[src/rtl/pwr_pkg.sv]
package pwr_pkg;

    typedef enum logic [2:0] {
        MODE_NORMAL = 3'd0,
        MODE_LDPS   = 3'd1,
        MODE_AOFF   = 3'd2,
        MODE_PDN    = 3'd3,
        MODE_ISO    = 3'd4
    } pwr_mode_e;

    typedef enum logic [1:0] {
        SEQ_IDLE  = 2'd0,
        SEQ_PROBE = 2'd1,
        SEQ_WAKE  = 2'd2
    } seq_state_e;

    typedef struct packed {
        logic afe;
        logic pll;
        logic xtal;
        logic dig;
        logic mac;
        logic mgmt;
    } pwr_en_t;

    typedef struct packed {
        logic iso;
        logic pdn;
        logic aoff;
        logic ldps;
    } pwr_req_t;

    function automatic pwr_mode_e mode_pick(input pwr_req_t r);
        if (r.iso)       return MODE_ISO;
        else if (r.pdn)  return MODE_PDN;
        else if (r.aoff) return MODE_AOFF;
        else if (r.ldps) return MODE_LDPS;
        else             return MODE_NORMAL;
    endfunction

    function automatic pwr_en_t en_decode(input pwr_mode_e m);
        pwr_en_t e;
        e = '{afe: 1'b1, pll: 1'b1, xtal: 1'b1, dig: 1'b1, mac: 1'b1, mgmt: 1'b1};
        case (m)
            MODE_AOFF: begin
                e.afe = 1'b0;
                e.pll = 1'b0;
            end
            MODE_PDN: begin
                e.afe  = 1'b0;
                e.pll  = 1'b0;
                e.xtal = 1'b0;
                e.dig  = 1'b0;
                e.mac  = 1'b0;
            end
            MODE_ISO: e = '0;
            default: ;
        endcase
        return e;
    endfunction

endpackage

[src/rtl/pwr_sync.sv]
module pwr_sync #(
    parameter int WIDTH  = 2,
    parameter int STAGES = 2
) (
    input  logic             clk,
    input  logic             rst,
    input  logic [WIDTH-1:0] d_i,
    output logic [WIDTH-1:0] q_o
);
    logic [STAGES-1:0][WIDTH-1:0] stage_q;

    generate
        for (genvar s = 0; s < STAGES; s++) begin : g_stage
            if (s == 0) begin : g_first
                always_ff @(posedge clk) begin
                    if (rst) stage_q[s] <= '0;
                    else     stage_q[s] <= d_i;
                end
            end else begin : g_next
                always_ff @(posedge clk) begin
                    if (rst) stage_q[s] <= '0;
                    else     stage_q[s] <= stage_q[s-1];
                end
            end
        end
    endgenerate

    assign q_o = stage_q[STAGES-1];
endmodule

[src/rtl/pwr_arb.sv]
module pwr_arb
    import pwr_pkg::*;
(
    input  logic      clk,
    input  logic      rst,
    input  pwr_req_t  req_i,
    output pwr_mode_e mode_o
);
    pwr_mode_e mode_q;

    always_ff @(posedge clk) begin
        if (rst) mode_q <= MODE_NORMAL;
        else     mode_q <= mode_pick(req_i);
    end

    assign mode_o = mode_q;
endmodule

[src/rtl/pwr_ldps_seq.sv]
module pwr_ldps_seq
    import pwr_pkg::*;
#(
    parameter int WAKE_CYCLES = 1024
) (
    input  logic      clk,
    input  logic      rst,
    input  pwr_mode_e mode_i,
    input  logic      link_s_i,
    input  logic      energy_s_i,
    output logic      probe_o
);
    localparam int CW = $clog2(WAKE_CYCLES + 1);
    localparam logic [CW-1:0] WAKE_LAST = CW'(WAKE_CYCLES - 1);

    seq_state_e st_q, st_d;
    logic [CW-1:0] cnt_q, cnt_d;

    always_comb begin
        st_d  = st_q;
        cnt_d = cnt_q;
        if (mode_i != MODE_LDPS) begin
            st_d  = SEQ_IDLE;
            cnt_d = '0;
        end else begin
            case (st_q)
                SEQ_IDLE: if (!link_s_i) st_d = SEQ_PROBE;
                SEQ_PROBE: begin
                    if (link_s_i) st_d = SEQ_IDLE;
                    else if (energy_s_i) begin
                        st_d  = SEQ_WAKE;
                        cnt_d = '0;
                    end
                end
                SEQ_WAKE: begin
                    if (link_s_i) st_d = SEQ_IDLE;
                    else if (cnt_q == WAKE_LAST) begin
                        st_d  = SEQ_PROBE;
                        cnt_d = '0;
                    end else begin
                        cnt_d = cnt_q + 1'b1;
                    end
                end
                default: st_d = SEQ_IDLE;
            endcase
        end
    end

    always_ff @(posedge clk) begin
        if (rst) begin
            st_q  <= SEQ_IDLE;
            cnt_q <= '0;
        end else begin
            st_q  <= st_d;
            cnt_q <= cnt_d;
        end
    end

    assign probe_o = (st_q == SEQ_PROBE) && (mode_i == MODE_LDPS);
endmodule

[src/rtl/phy_pwr_ctrl.sv]
module phy_pwr_ctrl
    import pwr_pkg::*;
#(
    parameter int WAKE_CYCLES = 1024,
    parameter int SYNC_STAGES = 2
) (
    input  logic       clk,
    input  logic       rst,
    input  logic       reg_aoff_i,
    input  logic       reg_ldps_i,
    input  logic       reg_pdn_i,
    input  logic       ldps_pin_i,
    input  logic       iso_pin_i,
    input  logic       link_up_i,
    input  logic       energy_i,
    output logic [2:0] mode_o,
    output logic       afe_en_o,
    output logic       pll_en_o,
    output logic       xtal_en_o,
    output logic       dig_en_o,
    output logic       mac_if_en_o,
    output logic       mgmt_en_o,
    output logic       tx_probe_o
);
    pwr_req_t  req;
    pwr_mode_e mode;
    pwr_en_t   en;
    logic [1:0] async_in, async_s;
    logic       link_s, energy_s;

    assign req = '{iso: iso_pin_i, pdn: reg_pdn_i, aoff: reg_aoff_i,
                   ldps: reg_ldps_i | ldps_pin_i};
    assign async_in = {link_up_i, energy_i};

    pwr_sync #(.WIDTH(2), .STAGES(SYNC_STAGES)) u_sync (
        .clk(clk), .rst(rst), .d_i(async_in), .q_o(async_s)
    );
    assign link_s   = async_s[1];
    assign energy_s = async_s[0];

    pwr_arb u_arb (.clk(clk), .rst(rst), .req_i(req), .mode_o(mode));

    pwr_ldps_seq #(.WAKE_CYCLES(WAKE_CYCLES)) u_seq (
        .clk(clk), .rst(rst), .mode_i(mode), .link_s_i(link_s),
        .energy_s_i(energy_s), .probe_o(tx_probe_o)
    );

    assign en          = en_decode(mode);
    assign mode_o      = mode;
    assign afe_en_o    = en.afe;
    assign pll_en_o    = en.pll;
    assign xtal_en_o   = en.xtal;
    assign dig_en_o    = en.dig;
    assign mac_if_en_o = en.mac;
    assign mgmt_en_o   = en.mgmt;
endmodule

[config.mk]
export PLATFORM = sky130hd
export DESIGN_NAME = phy_pwr_ctrl
export DESIGN_NICKNAME = d
export VERILOG_FILES = /design/src/rtl/pwr_pkg.sv /design/src/rtl/pwr_sync.sv /design/src/rtl/pwr_arb.sv /design/src/rtl/pwr_ldps_seq.sv /design/src/rtl/phy_pwr_ctrl.sv
export SDC_FILE = /design/constraint.sdc
export NUM_CORES = 1
export LEC_CHECK = 0
export ABC_AREA = 1
export BUFFER_PORTS_ARGS = -buffer_cell sky130_fd_sc_hd__buf_4
export CORE_MARGIN = 2
export CORE_UTILIZATION = 57
export CTS_CLUSTER_DIAMETER = 120
export CTS_CLUSTER_SIZE = 25
export DETAILED_ROUTE_END_ITERATION = 6
export PLACE_DENSITY = 0.81
export SLEW_MARGIN = 10
export SYNTH_ARGS = -nofsm -noshare
export SYNTH_HDL_FRONTEND = slang
export SYNTH_SLANG_ARGS = --single-unit
[constraint.sdc]
create_clock -name clk -period 3.96 [get_ports clk]
set_input_delay 0.198 -clock clk [delete_from_list [all_inputs] [get_ports clk]]
set_output_delay 0.198 -clock clk [all_outputs]
set_load 0.005 [all_outputs]
==> results list <==
* Worst setup path class: register to output port
- Die Footprint: 2150 um2
- Share of synthesized area occupied by flip-flops and latches: 39.2%
- A synthesized cell averages 6.54 um2.
* Power density relative to cell area: 302 nW/um2
- At the worst endpoint, the required time is 3760 ps.
- Proportion of layout cells with a drive suffix above 1: 16.7%
- Counting flops and latches in the post-synthesis netlist gives 20.
- Standard cell area after detailed placement: 1150 um2
- Post-Place Cells: 195
- Total power consumption of the routed design: 359 uW
* Cell Int Power: ~280 uW
* Critical path fanouts, max: 5
- Non-filler instance count after layout: 199
- Global routing used about a fifth of the available tracks across all layers.
* Number of enable-type register cells in the synthesized netlist: 0
- Switching part of the total power: 22.4%
* Initial antenna violation count: 0
* Async set-or-reset flop fraction in the synthesized netlist: 0%
* Cell accounting for the most synthesized area: sky130_fd_sc_hd__dfxtp_1
- The net count of the finished layout is roughly 190.
- The synthesized netlist contains 21 unique library cells.
* Placed wire-length estimate after detailed placement: 1.48 mm
- Final-layout setup total negative slack: 0 ps
* Standard cell with the maximum stage delay on the critical path: sky130_fd_sc_hd__dfxtp_1
- Final ANT Viol Nets: 0
* Clock insertion delay at the later pin of the skew report: ~300 ps
- Wire length of the first global-routing pass: ~3.1 mm
- Starting Density: 59.8%
- Counting cells, the worst reg-to-reg path comes to 7.
* Vertical extent of the die: 46.3 um
- Once layout is done, the placed cells without fillers occupy about 1200 um2.
- Width of the die: 46.3 um
- Critical Path Source: u_arb.mode_o[1]
- Hold Violations, Final: 0
- Launch instance of the worst min-delay path: rst
- IR analysis of the VDD net gives a maximum drop of 0.231 mV.
- Number of buffers on the longest clock path: 2
- Clock tree from TritonCTS: yes
* Leakage power total: about 0.0005 uW
* Post-DR wirelength/cell: 9.31 um
* Sink count of the clock tree: 20
* Final Slew Violations: 0
- Leading post-synthesis cells by instance count: 43 x sky130_fd_sc_hd__nand2_1, 25 x sky130_fd_sc_hd__inv_1, 23 x sky130_fd_sc_hd__nor2_1
- 0 antenna diodes ended up in the layout.
- Layout overhead on the synthesized area: 16.5%
- The worst hold path belongs to the class input port to register.
- The first detailed-routing pass ran for 4 iterations.
* Final clock period utilization by the worst path: 40.2%
- Of the total power, registers draw around 58%.
- Entering global routing, the biggest net connects 15 pins.
* First DRT Iteration DRCs: 8
* Mean number of vias per cell: approximately 5
- Number of warning messages in the yosys log: 0
- Setup repair after global routing left no endpoint under its margin.
* Final Critical Period: 1590 ps
- Worst Setup End Kind: output port
* Number of I/O pins: 19
* Cell area after synthesis: 1020 um2
- Area share of the largest cell type after synthesis: between 30% and 40%
- Setup violations remaining at the end of the flow were counted as 0.
- The clock arrives with ~8.6 ps of skew.
- CTS built an H-tree with a depth of 1.
- In this design, the stage delay of the slowest critical-path cell is 400 ps.
- Maximum achievable frequency: 628 MHz
- The signal on the critical path passes through nor2_1 > a22oi_1 > o21a_1 > buf_4.
- Number of design rule violations left after detail routing: 0
- Root buf cell: sky130_fd_sc_hd__clkbuf_4
- Sorting the synthesized cells by area gives the leading types as sky130_fd_sc_hd__dfxtp_1 39%, sky130_fd_sc_hd__nand2_1 16%, sky130_fd_sc_hd__inv_1 9.2%, sky130_fd_sc_hd__nor2_1 8.5%, sky130_fd_sc_hd__a21oi_1 4.9%.
- STA classifies the critical path startpoint as a register.
- For the worst setup path, the data arrival time is 1390 ps.
* Outcome: finished clean
- Post-CTS repair changed the size of 0 cells.
- Global routing finished with a remaining overflow of 0.
- In this run the critical register-to-register path is launched from u_seq.st_q[0].
- Counting instances, the worst hold path has a depth of 2.
* Number of vias in the routed layout: roughly 1,000
* Count of standard-cell rows: 15
- The filler cells instantiated in the layout total 157.
* Max-slew headroom at the worst pin: 77.6%
- At the end of routability-driven placement, the weighted congestion stood at a little under 0.9.
- The via count of the first global-routing pass is 828.
- After clock tree synthesis, the clock-pin slew on the worst setup and hold paths is 120 ps.
- Buffers added to address setup during post-CTS repair amount to 0.
* Number of CTS-inserted buffers: 3
* Routed WL: 1.85 mm
- Counting every net in the synthesized netlist gives 166.
- The floorplan step defined a core boundary enclosing 1710 um2.
* Switching Power: a little over 80 uW
* Port Buf Inserts: 18
- Combinational logic burns 9.1% of the power.
* Hold-fix buffers at CTS: 0
- By instance count, the leading cell after synthesis is sky130_fd_sc_hd__nand2_1.
- Post-synthesis cell count: about 160
- In the synthesized netlist the dominant register cell turns out to be sky130_fd_sc_hd__dfxtp_1.
* Worst-margin pin slew: 335 ps
- Max-cap violation count: 0
* Part of the total power dissipated in the clock network: 33.1%
final timing paths:
kind	endpoint	slack, ps
setup / recovery	afe_en_o	2370
hold / removal	u_sync.q_o[0]	80
setup reg to reg	u_seq.cnt_q[3]	2370
hold reg to reg	u_sync.q_o[0]	410
kinds of logic after synthesis:
kind of cell,after synthesis,share of synthesized area [%]
simple gates,89,38.1
fa+ha+maj,1,1.23
buf+inv,30,12.9
compound gates,16,8.58
flops,20,39.2
flip-flops by register name (all words and copies together), names as in the netlist:
| name | count |
|---|---|
| u_arb.mode_o | 3 |
| u_seq.st_q | 2 |
| u_sync.q_o | 2 |
| u_seq.cnt_q | 11 |
| u_sync.stage_q | 2 |
through the flow:
stage	utilization [%]	hold slack, ps	worst slack [ps]
2_1_floorplan	-	269	2680
3_3_place_gp	67.5	390	2400
3_5_place_dp	67.5	399	2410
4_1_cts	69.7	80.6	2360
5_1_grt	69.7	74.1	2220
6_report	69.7	77.3	2370
critical path: cells and delay by family, from the launching register on:
family          cells  cell delay, ps
compound gates      2             510
buf+inv             1             110
flops               1             400
simple gates        1              80
layer usage:
metal | vias to the layer above | part of all wire (%) | track usage [%] | wire, um
li1 | 525 | - | - | -
met1 | 447 | 45 | 24.3 | 841
met2 | 20 | 49 | 34.7 | 908
met3 | 4 | 4.2 | 4.31 | 77
met4 | 0 | 1.3 | 6.86 | 25
met5 | - | 0 | 0 | 0
area by class of cell:
| type | instances | area (um2) | share of cell area, % |
|---|---|---|---|
| tap | 25 | 31.3 | 2.63 |
| multi-input combinational | 106 | 489 | 41.1 |
| sequential | 20 | 400 | 33.6 |
| inverter | 26 | 97.6 | 8.20 |
| clock buffer | 4 | 36.3 | 3.05 |
| timing repair buffer | 18 | 135 | 11.4 |
power by group through the flow:
stage	logic (uW)	registers [uW]	clock network (uW)
5_1_grt	37.6	208	129
4_1_cts	33.1	207	120
3_3_place_gp	32.4	212	0
2_1_floorplan	18.4	212	0
3_5_place_dp	33.0	212	0
6_report	32.7	207	119
cell usage in the layout, fill, tap and decap left out, types with 3 or more instances in the layout:
master	count
sky130_fd_sc_hd__nor2_1	23
sky130_fd_sc_hd__o21ai_0	3
sky130_fd_sc_hd__a21oi_1	10
sky130_fd_sc_hd__nor2_2	3
sky130_fd_sc_hd__inv_1	25
sky130_fd_sc_hd__nand4_1	7
sky130_fd_sc_hd__buf_4	18
sky130_fd_sc_hd__dfxtp_1	20
sky130_fd_sc_hd__clkbuf_4	3
sky130_fd_sc_hd__nand2_1	43
sky130_fd_sc_hd__nand3_1	8
(Power assumes the default switching activity.)
